==> config.mk <==
export PLATFORM = sky130hd
export DESIGN_NAME = tri_interval_timer
export DESIGN_NICKNAME = d
export VERILOG_FILES = /design/src/rtl/tri_interval_timer.sv
export SDC_FILE = /design/constraint.sdc
export NUM_CORES = 1
export LEC_CHECK = 0
export BUFFER_PORTS_ARGS = -buffer_cell sky130_fd_sc_hd__buf_2
export CORE_MARGIN = 5
export CORE_UTILIZATION = 64
export DETAILED_ROUTE_END_ITERATION = 12
export HOLD_SLACK_MARGIN = 0.1
export PLACE_DENSITY = 0.91
export RECOVER_POWER = 50
export SYNTH_ARGS = -nofsm -noshare
export SYNTH_HDL_FRONTEND = slang
export SYNTH_SLANG_ARGS = --single-unit
==> constraint.sdc <==
create_clock -name clk -period 4.4 [get_ports clk]
set_input_delay 0.22 -clock clk [delete_from_list [all_inputs] [get_ports clk]]
set_output_delay 0.22 -clock clk [all_outputs]
set_load 0.01 [all_outputs]
==> src/rtl/tri_interval_timer.sv <==
module tri_interval_timer (
  input  logic       clk,
  input  logic       rst_n,
  input  logic       wr_en,
  input  logic       rd_en,
  input  logic [1:0] addr,
  input  logic [7:0] wdata,
  output logic [7:0] rdata,
  input  logic [2:0] tick,
  input  logic [2:0] gate,
  output logic [2:0] tout
);
  localparam int NCH = 3;
  localparam int BW  = 8;
  localparam int CW  = 2 * BW;
  localparam logic [1:0] CTRL = 2'd3;
  localparam logic [CW:0] ONE = 1;

  wire [NCH*BW-1:0] rbyte_all;
  wire mode_ok = (wdata[3:1] == 3'd0) || wdata[2];
  wire ctl_ok  = (wdata[5:4] == 2'd0) || (mode_ok && !wdata[0]);

  for (genvar i = 0; i < NCH; i++) begin : g_ch
    logic [1:0]    acc, md;
    logic [CW-1:0] rl, lat, nrl;
    logic [CW:0]   cnt, cur;
    logic          wph, rph, pend, rstrt, run, oq, lat_v, gq, done;

    wire ctl_hit = wr_en && addr == CTRL && wdata[7:6] == 2'(i) && ctl_ok;
    wire dat_hit = wr_en && addr == 2'(i);
    wire rd_hit  = rd_en && addr == 2'(i);
    wire step    = tick[i] && gate[i];
    wire [CW:0] full = {rl == '0, rl};
    wire wrap = cnt == ONE;
    wire [CW:0] nxt = wrap ? full : cnt - ONE;
    wire [CW:0] hf  = wrap ? (full >> 1) : (cur >> 1);
    wire [1:0] nmd  = wdata[2] ? {1'b1, wdata[1]} : 2'b00;

    always_comb begin
      nrl  = rl;
      done = 1'b0;
      case (acc)
        2'd1: begin nrl = {8'h00, wdata}; done = 1'b1; end
        2'd2: begin nrl = {wdata, 8'h00}; done = 1'b1; end
        default:
          if (wph) begin nrl = {wdata, rl[BW-1:0]}; done = 1'b1; end
          else nrl = {rl[CW-1:BW], wdata};
      endcase
    end

    wire [CW-1:0] src = lat_v ? lat : cnt[CW-1:0];
    wire hi_sel = (acc == 2'd2) || (acc == 2'd3 && rph);
    assign rbyte_all[i*BW +: BW] = hi_sel ? src[CW-1:BW] : src[BW-1:0];
    assign tout[i] = oq;

    always_ff @(posedge clk or negedge rst_n) begin
      if (!rst_n) begin
        acc <= 2'd3; md <= 2'b00; rl <= '0; lat <= '0;
        cnt <= '0; cur <= '0;
        wph <= 1'b0; rph <= 1'b0; pend <= 1'b0; rstrt <= 1'b0;
        run <= 1'b0; oq <= 1'b1; lat_v <= 1'b0; gq <= 1'b1;
      end else begin
        gq <= gate[i];
        if (step) begin
          if (pend || rstrt) begin
            cnt <= full; cur <= full;
            pend <= 1'b0; rstrt <= 1'b0; run <= 1'b1;
            oq <= md[1];
          end else if (run) begin
            if (!md[1]) begin
              cnt <= cnt - ONE;
              if (cnt == ONE) begin oq <= 1'b1; run <= 1'b0; end
            end else begin
              cnt <= nxt;
              if (wrap) cur <= full;
              oq <= md[0] ? (nxt > hf) : (nxt != ONE);
            end
          end
        end
        if (md[1] && !gate[i]) oq <= 1'b1;
        if (md[1] && run && gate[i] && !gq) rstrt <= 1'b1;

        if (ctl_hit) begin
          if (wdata[5:4] == 2'd0) begin
            if (!lat_v) begin lat <= cnt[CW-1:0]; lat_v <= 1'b1; rph <= 1'b0; end
          end else begin
            acc <= wdata[5:4]; md <= nmd;
            wph <= 1'b0; rph <= 1'b0; lat_v <= 1'b0;
            run <= 1'b0; pend <= 1'b0; rstrt <= 1'b0;
            oq <= nmd[1];
          end
        end
        if (dat_hit) begin
          rl <= nrl;
          if (acc == 2'd3) wph <= ~wph;
          if (done && (!md[1] || !run)) pend <= 1'b1;
          if (done && !md[1]) begin oq <= 1'b0; run <= 1'b0; end
        end
        if (rd_hit) begin
          if (acc == 2'd3) rph <= ~rph;
          if (acc != 2'd3 || rph) lat_v <= 1'b0;
        end
      end
    end
  end

  always_ff @(posedge clk or negedge rst_n) begin
    if (!rst_n) rdata <= '0;
    else if (rd_en) begin
      case (addr)
        2'd0:    rdata <= rbyte_all[BW-1:0];
        2'd1:    rdata <= rbyte_all[2*BW-1:BW];
        2'd2:    rdata <= rbyte_all[3*BW-1:2*BW];
        default: rdata <= '0;
      endcase
    end
  end
endmodule

== Yosys cells after proc, flatten, opt, wreduce, memory -nomap -nowiden ==
Cells that the tools add are included.

* $add $sub $neg: 3
* Multiply operators: 0
* Div/mod/pow operators: 0
* Order comparisons: 3
* Eq/ne operators: 26
* Shift operators: 0
* Muxes and demuxes: 177
* Bitwise logic cells: 7
* Reductions and logical operators: 105

{| class="wikitable"
|+ Operators by type and width
! kind !! number
|-
| $mux 17 || 24
|-
| $mux 16 || 9
|-
| $mux 1 || 136
|-
| $pmux 16 s2 || 3
|-
| $eq 17x1->1 const B || 3
|-
| $gt 17x16->1 || 3
|-
| $ne 17x1->1 const B || 3
|-
| $sub 17x1->17 const B || 3
|-
| $logic_not 16->1 || 3
|-
| $logic_and 1x1->1 || 38
|-
| $reduce_and 2->1 || 15
|-
| $mux 8 || 3
|-
| $pmux 8 s3 || 1
|-
| $eq 2x2->1 const B || 9
|-
| $reduce_bool 2->1 || 9
|-
| $logic_or 1x1->1 || 14
|-
| $logic_not 1->1 || 13
|-
| $reduce_and 4->1 || 3
|-
| $eq 2x1->1 const B || 5
|-
| $ne 3x1->1 const B || 3
|-
| $reduce_bool 3->1 || 3
|-
| $not 1->1 || 7
|-
| $logic_not 2->1 || 3
|-
| $ne 2x2->1 const B || 3
|-
| other kinds (3) || 5
|}

* Register bits: 242
* Latch bits: 0
* Memory bits (writable): 0
* Memory bits (read-only): 0
* Input port bits: 20
* Output and inout port bits: 11
* Memories kept: 0

== Longest topological paths before layout ==
Gate-level depths: netlist of the first run.

* Depth after elaboration: 13
* Gate-level depth with buffers: 18
* Mapped depth without buffers: 16

== Least setup slack after synthesis of the first run ==
No wires, ideal clock.

* Path kind: reg-to-reg
* Start: reg g_ch[2].cnt[6]
* End: reg g_ch[2].oq
* Setup time: 0.082 ns
* Arrival: 3.767 ns
* Data required time: 4.318 ns
* Setup slack: 0.551 ns
* Stages on the path, launching flop included: 17
* Path buffers: 4
* Clock period less this slack: 3.849 ns
* Cells stage by stage: dfrtp_1 -> buf_2 -> nor4_1 -> nand4_1 -> buf_4 -> buf_4 -> buf_1 -> mux2i_1 -> ha_1 -> a2111oi_0 -> nand2_1 -> a31oi_1 -> o21ai_0 -> maj3_1 -> nand2_1 -> a211oi_1 -> a211o_1

* Longest elaborated chain between the ends: 13

{| class="wikitable"
|+ RTL lines
! element !! line !! text
|-
| start: declaration || 26 || <nowiki>logic [CW:0] cnt, cur;</nowiki>
|-
| start signal: assignment || 66 || <nowiki>cnt <= full; cur <= full;</nowiki>
|-
| start signal: assignment || 71 || <nowiki>cnt <= cnt - ONE;</nowiki>
|-
| start signal: assignment || 74 || <nowiki>cnt <= nxt;</nowiki>
|-
| $sub 17x1->17 / $eq 17x1->1 (equally long branches) || 35, 34, 72 ||
|-
| $mux 17 / $mux 16 (equally long branches) || 35, 36 ||
|-
| $gt 17x16->1 / $ne 17x1->1 (equally long branches) || 76 || <nowiki>oq <= md[0] ? (nxt > hf) : (nxt != ONE);</nowiki>
|-
| $mux 1 || 76 ||
|-
| $mux 1 * || 70 || <nowiki>if (!md[1]) begin</nowiki>
|-
| $mux 1 * || 69 || <nowiki>end else if (run) begin</nowiki>
|-
| $mux 1 * || 65 || <nowiki>if (pend || rstrt) begin</nowiki>
|-
| $mux 1 * || 64 || <nowiki>if (step) begin</nowiki>
|-
| $mux 1 * || 80 || <nowiki>if (md[1] && !gate[i]) oq <= 1'b1;</nowiki>
|-
| $mux 1 || 84 || <nowiki>if (wdata[5:4] == 2'd0) begin</nowiki>
|-
| $mux 1 * || 83 || <nowiki>if (ctl_hit) begin</nowiki>
|-
| $mux 1 || 97 || <nowiki>if (done && !md[1]) begin oq <= 1'b0; run <= 1'b0; end</nowiki>
|-
| $mux 1 * || 93 || <nowiki>if (dat_hit) begin</nowiki>
|-
| end signal: assignment || 68 || <nowiki>oq <= md[1];</nowiki>
|-
| end signal: assignment || 76 ||
|-
| end signal: assignment || 90 || <nowiki>oq <= nmd[1];</nowiki>
|-
| end: declaration || 27 || <nowiki>logic wph, rph, pend, rstrt, run, oq, lat_v, gq, done;</nowiki>
|}

Every way passes the cells marked *; elsewhere a longest branch is shown, timed or not.
A chain may end at the register's enable or synchronous reset.

== Final worst setup path of the first run ==
* Start: reg g_ch[1].cnt[4]
* End: reg g_ch[1].oq

* Longest elaborated chain between the ends: 13

{| class="wikitable"
|+ RTL lines
! element !! line
|-
| start: declaration || 26
|-
| start signal: assignment || 66
|-
| start signal: assignment || 71
|-
| start signal: assignment || 74
|-
| $sub 17x1->17 / $eq 17x1->1 (equally long branches) || 35, 34, 72
|-
| $mux 17 / $mux 16 (equally long branches) || 35, 36
|-
| $gt 17x16->1 / $ne 17x1->1 (equally long branches) || 76
|-
| $mux 1 || 76
|-
| $mux 1 * || 70
|-
| $mux 1 * || 69
|-
| $mux 1 * || 65
|-
| $mux 1 * || 64
|-
| $mux 1 * || 80
|-
| $mux 1 || 84
|-
| $mux 1 * || 83
|-
| $mux 1 || 97
|-
| $mux 1 * || 93
|-
| end signal: assignment || 68
|-
| end signal: assignment || 76
|-
| end signal: assignment || 90
|-
| end: declaration || 27
|}

Marks and branches as above.

==> impl_metrics.yaml, run 1 <==
clock_network:
  cts_resized: 0
  cts_buffers: 26
  clk-insertion-delay-late_ns: 0.55
  cts_tree: "done"
  clock_path_buffers: 3
  cts_num_sinks: 239
  clkTransAtPathRegs_ns: 0.06
  root_buffer: "clkbuf_16"
  post-cts-setup-buffers: 0
  h-tree-depth: 1
power_and_ir_drop:
  intPower_mw: 6.57
  leakage_nw: 7.24
  finalPower_mw: 11.6
  vdd_drop_max_v: 0.000571
  seqPwrFrac_pct: 36.3
  pwr_density_cell_nw_per_um2: 700
  switchingPower_mw: 5.01
  switching_share_pct: 43.2
  pwr-share-clk_pct: 19.4
  pwr-share-comb_pct: 44.3
yosys:
  yosys.area.top_type_share_pct: 37.4
  yosysWarnings: 0
  ys_seq_area_share_pct: 39.5
  synth_area_um2: 15200
  synth_edf_count: 0
  synth_top_flop_cell: "dfrtp_1"
  synth_common_cells: "dfrtp_1, nand2_1, o21ai_0"
  avgSynthCellArea_um2: 9.00
  yosysTopAreaCell: "dfrtp_1"
  synth_async_sr_flop_share_pct: 100
  synthMostInstantiatedCell: "dfrtp_1"
  ys_top_cells_by_area: "dfrtp_1, mux2_2, o21ai_0"
  syn-num-nets: 1765
  synth_cell_types: 85
  synth_seq_cells: 239
  synthCells: 1688
finish:
  area_delta_synth_final_pct: 8.92
  seqCellArea_um2: 6000
  layout-drive-gt1-share_pct: 14.4
  finish.utilization_pct: 70.7
  final_area_um2: 16500
  stdcell_count: 2021
  final_nets: 1760
  n_fill_cell: 1729
  multi_input_area_um2: 8560
outcome:
  violations: "capacitance limit, slew limit"
  status: "complete, but fails checks"
timing:
  tns_ns: 0
  hold_viol: 0
  max_freq_mhz: 258
  final.hold.worst_slack_ns: 0.138
  grt_setup_unrepaired: "false"
  drv_slew: 119
  period_share_pct: 88.2
  worst-slew-pin-transition_ns: 3.00
  timing.slew.headroom_pct: -99.7
  min_period_ns: 3.88
  fin_skew_ns: 0.0103
  setup_violations: 0
  worst_slack_ns: 0.521
drt:
  first_pass_iters: 6
  route.detailed.drc: 0
  wl_per_cell_um: 21.6
  drt_iter0_markers: 2223
  wl_mm: 43.7
  vias: 13800
  routed_via_density: 6.83
  antenna_left: 0
floorplanning:
  die_w_um: 164
  ios: 31
  core_area_um2: 23400
  die_y_um: 164
  rows: 56
  start_util_pct: 64.9
  dieArea_um2: 26900
setup_path:
  ff2ff_path_depth: 13
  critPathLaunchType: "register"
  required_ns: 4.86
  rr_startpoint: "g_ch[1].cnt[4]"
  endpoint_kind: "register"
  path_max_fanout: 12
  r2r-end: "g_ch[1].oq"
  r2r_slack_ns: 0.52
  path_class: "register to register"
  cp.arrival_ns: 4.34
place:
  placed_area_um2: 15600
  routabilityCongestion: 1.01
  post-place-cells: 1961
  io_buffers: 30
  pre_cts_ws_ns: 0.617
  place_hpwl_mm: 30.2
job:
  cap_viol_max_count: 1
global_routing:
  gr-usage-all-layers_pct: 32.5
  grt_overflow: 0
  grt_max_degree: 120
  grt_pass1_vias: 13500
  grt_pass1_wl_mm: 70.2
  antenna_found_initial: 0
worst_hold_path:
  min_path_type: "input port to register"
  hold_path.startpoint: "rd_en"
  min_to: "rdata[7]"
  hold_depth: 2
## cell usage in the layout (no fill, tap or decap), types with 11 or more instances in the layout
master	n
mux2i_1	43
inv_1	44
nor2_1	147
a211oi_1	11
dlygate4sd3_1	13
nand3_1	54
nor3_1	33
mux4_2	23
ha_1	57
xor2_1	12
nand2b_1	16
dfrtp_1	227
mux2_2	95
a21oi_1	139
nand4_1	22
clkbuf_1	20
nor4_1	20
xnor2_1	28
a31oi_1	11
buf_2	16
clkbuf_16	27
or3_1	16
buf_4	32
o21ai_0	170
o31ai_1	11
nand2_1	202
## power by group through the flow
stage / clock (mW) / combinational [mW] / sequential, mW
6_report: 2.25 / 5.13 / 4.20
5_1_grt: 2.36 / 5.67 / 4.27
3_3_place_gp: 0 / 4.72 / 4.08
4_1_cts: 2.27 / 5.02 / 4.12
2_1_floorplan: 0 / 4.07 / 3.47
3_5_place_dp: 0 / 4.93 / 4.14
## flip-flops by register name (all words and copies together) (netlist names), 6 cells and up
| name | cells |
|---|---|
| g_ch.cnt | 51 |
| g_ch.cur | 48 |
| g_ch.lat | 48 |
| g_ch.rl | 48 |
| rdata | 8 |
| g_ch.acc | 6 |
| g_ch.md | 6 |
## what timing repair did
| item | CTS | global route |
|---|---|---|
| endpoints found under the setup margin | 0 | 0 |
| hold buffers | 13 | 0 |
| endpoints found under the hold margin | 151 | 0 |
## kinds of logic after synthesis
logic type	after synthesis	share of synthesized area, %
and+or+nand+nor	591	18.7
AOI/OAI and AO/OA	438	16.7
DFF	239	39.5
muxes	162	13.5
buffers and inverters	156	4.15
adders and majority gates	60	4.89
xor gates and xnor gates	42	2.56
## area by class of cell
cell class	instances	area share (%)
multi-input cells	1293	51.8
flip-flops and latches	239	36.2
clock buffers	36	4.41
repair buffers	78	3.32
well taps	319	2.41
inverters	45	1.02
clock inverters	10	0.802
diodes	1	0.0151
## per-layer routing
metal	share of wire, %	track usage [%]	up-vias
li1	-	-	6088
met1	38	42.5	6605
met2	46	51.7	884
met3	11	7.13	221
met4	5.2	15.9	0
met5	0	0	-
## worst max-delay path by stage
stage                       to  depth (start not counted)      startpoint  slack (ns)
3_5_place_dp        g_ch[1].oq                         13  g_ch[1].cnt[4]        0.62
2_1_floorplan       g_ch[2].oq                         16  g_ch[2].cnt[6]        0.55
6_report            g_ch[1].oq                         13  g_ch[1].cnt[4]        0.52
4_1_cts             g_ch[2].oq                         15  g_ch[2].cnt[0]        0.60
5_1_grt        g_ch[1].cur[15]                          3           rst_n        0.24
3_3_place_gp        g_ch[2].oq                         15  g_ch[2].cnt[0]        0.75
## worst max-delay path, stage by stage, from the launching register on
cell and delay [ns]:
dfrtp_1 0.49, or3_1 0.53, nor4_2 0.52, and2_1 0.44, buf_4 0.27, nand2_1 0.07
o21ai_0 0.10, ha_1 0.29, a21o_1 0.19, a32o_1 0.21, a211oi_1 0.30, o211ai_1 0.15
a21oi_1 0.14, o211ai_1 0.09
No activity file was read; power rests on OpenSTA's default activity.
==> inputs of run 2 (changes only) <==
--- a/config.mk
+++ b/config.mk
@@ -7,10 +7,10 @@
 export LEC_CHECK = 0
 export BUFFER_PORTS_ARGS = -buffer_cell sky130_fd_sc_hd__buf_2
 export CORE_MARGIN = 5
-export CORE_UTILIZATION = 64
+export CORE_UTILIZATION = 60
 export DETAILED_ROUTE_END_ITERATION = 12
 export HOLD_SLACK_MARGIN = 0.1
-export PLACE_DENSITY = 0.91
+export PLACE_DENSITY = 0.87
 export RECOVER_POWER = 50
 export SYNTH_ARGS = -nofsm -noshare
 export SYNTH_HDL_FRONTEND = slang
==> impl_metrics.yaml, run 2 (synthesized netlist as in run 1, its figures left out) <==
setup_path:
  max_stage_delay_ns: 0.66
  path_class: "register to register"
  cp_cell_sequence: "inv_1 -> ha_1 -> or4b_2 -> nor2_1 -> xnor2_1 -> a21oi_1 -> ha_1 -> a2111oi_0 -> nand2_1 -> a31oi_1 -> o21ai_0 -> maj3_1 -> nand2_1 -> a211oi_1 -> a211o_1"
  critPathLaunchType: "register"
  ff2ff_path_depth: 15
  path_buf_inv: 1
  cp_num_cells: 15
  path_max_fanout: 10
  cp.arrival_ns: 4.64
  path_delay_family: "simple AND/OR/NAND/NOR gates"
  endpoint_kind: "register"
  required_ns: 4.88
  cp_slowest_cell: "or4b_2"
clock_network:
  h-tree-depth: 1
  root_buffer: "clkbuf_16"
  clk-insertion-delay-late_ns: 0.55
  clkTransAtPathRegs_ns: 0.06
  post-cts-setup-buffers: 0
  clock_path_buffers: 3
  cts_buffers: 27
  cts_resized: 0
  cts_hold_buf: 10
  cts_num_sinks: 239
  cts_tree: "done"
drt:
  drt_iter0_markers: 1654
  vias: 13500
  antenna_left: 0
  first_pass_iters: 6
  route.detailed.drc: 0
  wl_per_cell_um: 20.9
  wl_mm: 42.3
  routed_via_density: 6.67
place:
  io_buffers: 30
  placed_area_um2: 15600
  routabilityCongestion: 0.978
  place_hpwl_mm: 29.5
global_routing:
  globalRouteMet1Util_pct: 41.0
  grt_overflow: 0
  grt_pass1_wl_mm: 68.6
  gr-usage-all-layers_pct: 29.2
  grt_max_degree: 121
  grt_use_met3_pct: 3.78
  grt_util_met2_pct: 46.7
  grt_pass1_vias: 12900
  busiest_layer: "met2"
  antenna_found_initial: 1
floorplanning:
  start_util_pct: 60.7
  die_y_um: 169
  core_area_um2: 25000
  rows: 58
  die_w_um: 169
  dieArea_um2: 28600
  ios: 31
outcome:
  status: "complete, but fails checks"
  violations: "capacitance limit, slew limit"
timing:
  drv_slew: 120
  period_share_pct: 94.4
  max_freq_mhz: 241
  timing.slew.headroom_pct: -101
  grt_setup_unrepaired: "false"
  final.hold.worst_slack_ns: 0.123
  hold_viol: 0
  fin_skew_ns: 0.0254
  worst-slew-pin-transition_ns: 3.02
  tns_ns: 0
  min_period_ns: 4.16
  setup_violations: 0
power_and_ir_drop:
  leakage_nw: 7.21
  finalPower_mw: 11.5
  vdd_drop_max_v: 0.000420
  pwr_density_cell_nw_per_um2: 694
job:
  cap_viol_max_count: 1
finish:
  final_nets: 1753
  area_delta_synth_final_pct: 8.72
  final_cell_mix: "dfrtp_1, nand2_1, o21ai_0"
  layout-drive-gt1-share_pct: 14.5
  finish.utilization_pct: 65.9
  top_register: "g_ch.cnt"
  final_area_um2: 16500
  largest_reg_flops: 51
  final_common_cell: "dfrtp_1"
worst_hold_path:
  hold_depth: 2
  min_path_type: "input port to register"
run 2: final timing paths:
path	startpoint	to	slack, ns
max	g_ch[2].cnt[0]	g_ch[2].oq	0.24
min	rd_en	rdata[3]	0.12
max reg2reg	g_ch[2].cnt[0]	g_ch[2].oq	0.24
min reg2reg	g_ch[0].cur[7]	g_ch[0].cur[7]	0.50
max in group asynchronous	rst_n	g_ch[1].cur[16]	0.97
min in group asynchronous	rst_n	g_ch[2].cur[16]	1.12
run 2: per-layer routing:
layer	share of wire [%]	up-vias
met5	0	-
li1	-	6087
met1	41	6451
met3	9.2	166
met2	46	817
met4	4.4	0
run 2: metrics by stage:
stage | setup slack (ns) | instances
after global placement | 0.535 | 1967
final | 0.245 | 2027
after detailed placement | 0.338 | 1967
after floorplan | 0.551 | 1688
after global routing | 0.0720 | 2027
after CTS | 0.309 | 2026
run 2: layout make-up:
class | count | area, um2
multi-input cells | 1293 | 8560
fillers | 1913 | 8530
flip-flops and latches | 239 | 6000
clock buffers | 34 | 742
repair buffers | 70 | 483
well taps | 330 | 413
inverters | 45 | 169
clock inverters | 15 | 141
diodes | 1 | 2.50
run 2: where the power goes:
group,switching (mW),internal (mW),total (mW)
logic,2.76,2.24,5.00
registers,1.23,2.97,4.20
clock network,0.948,1.31,2.26
total,4.94,6.52,11.5
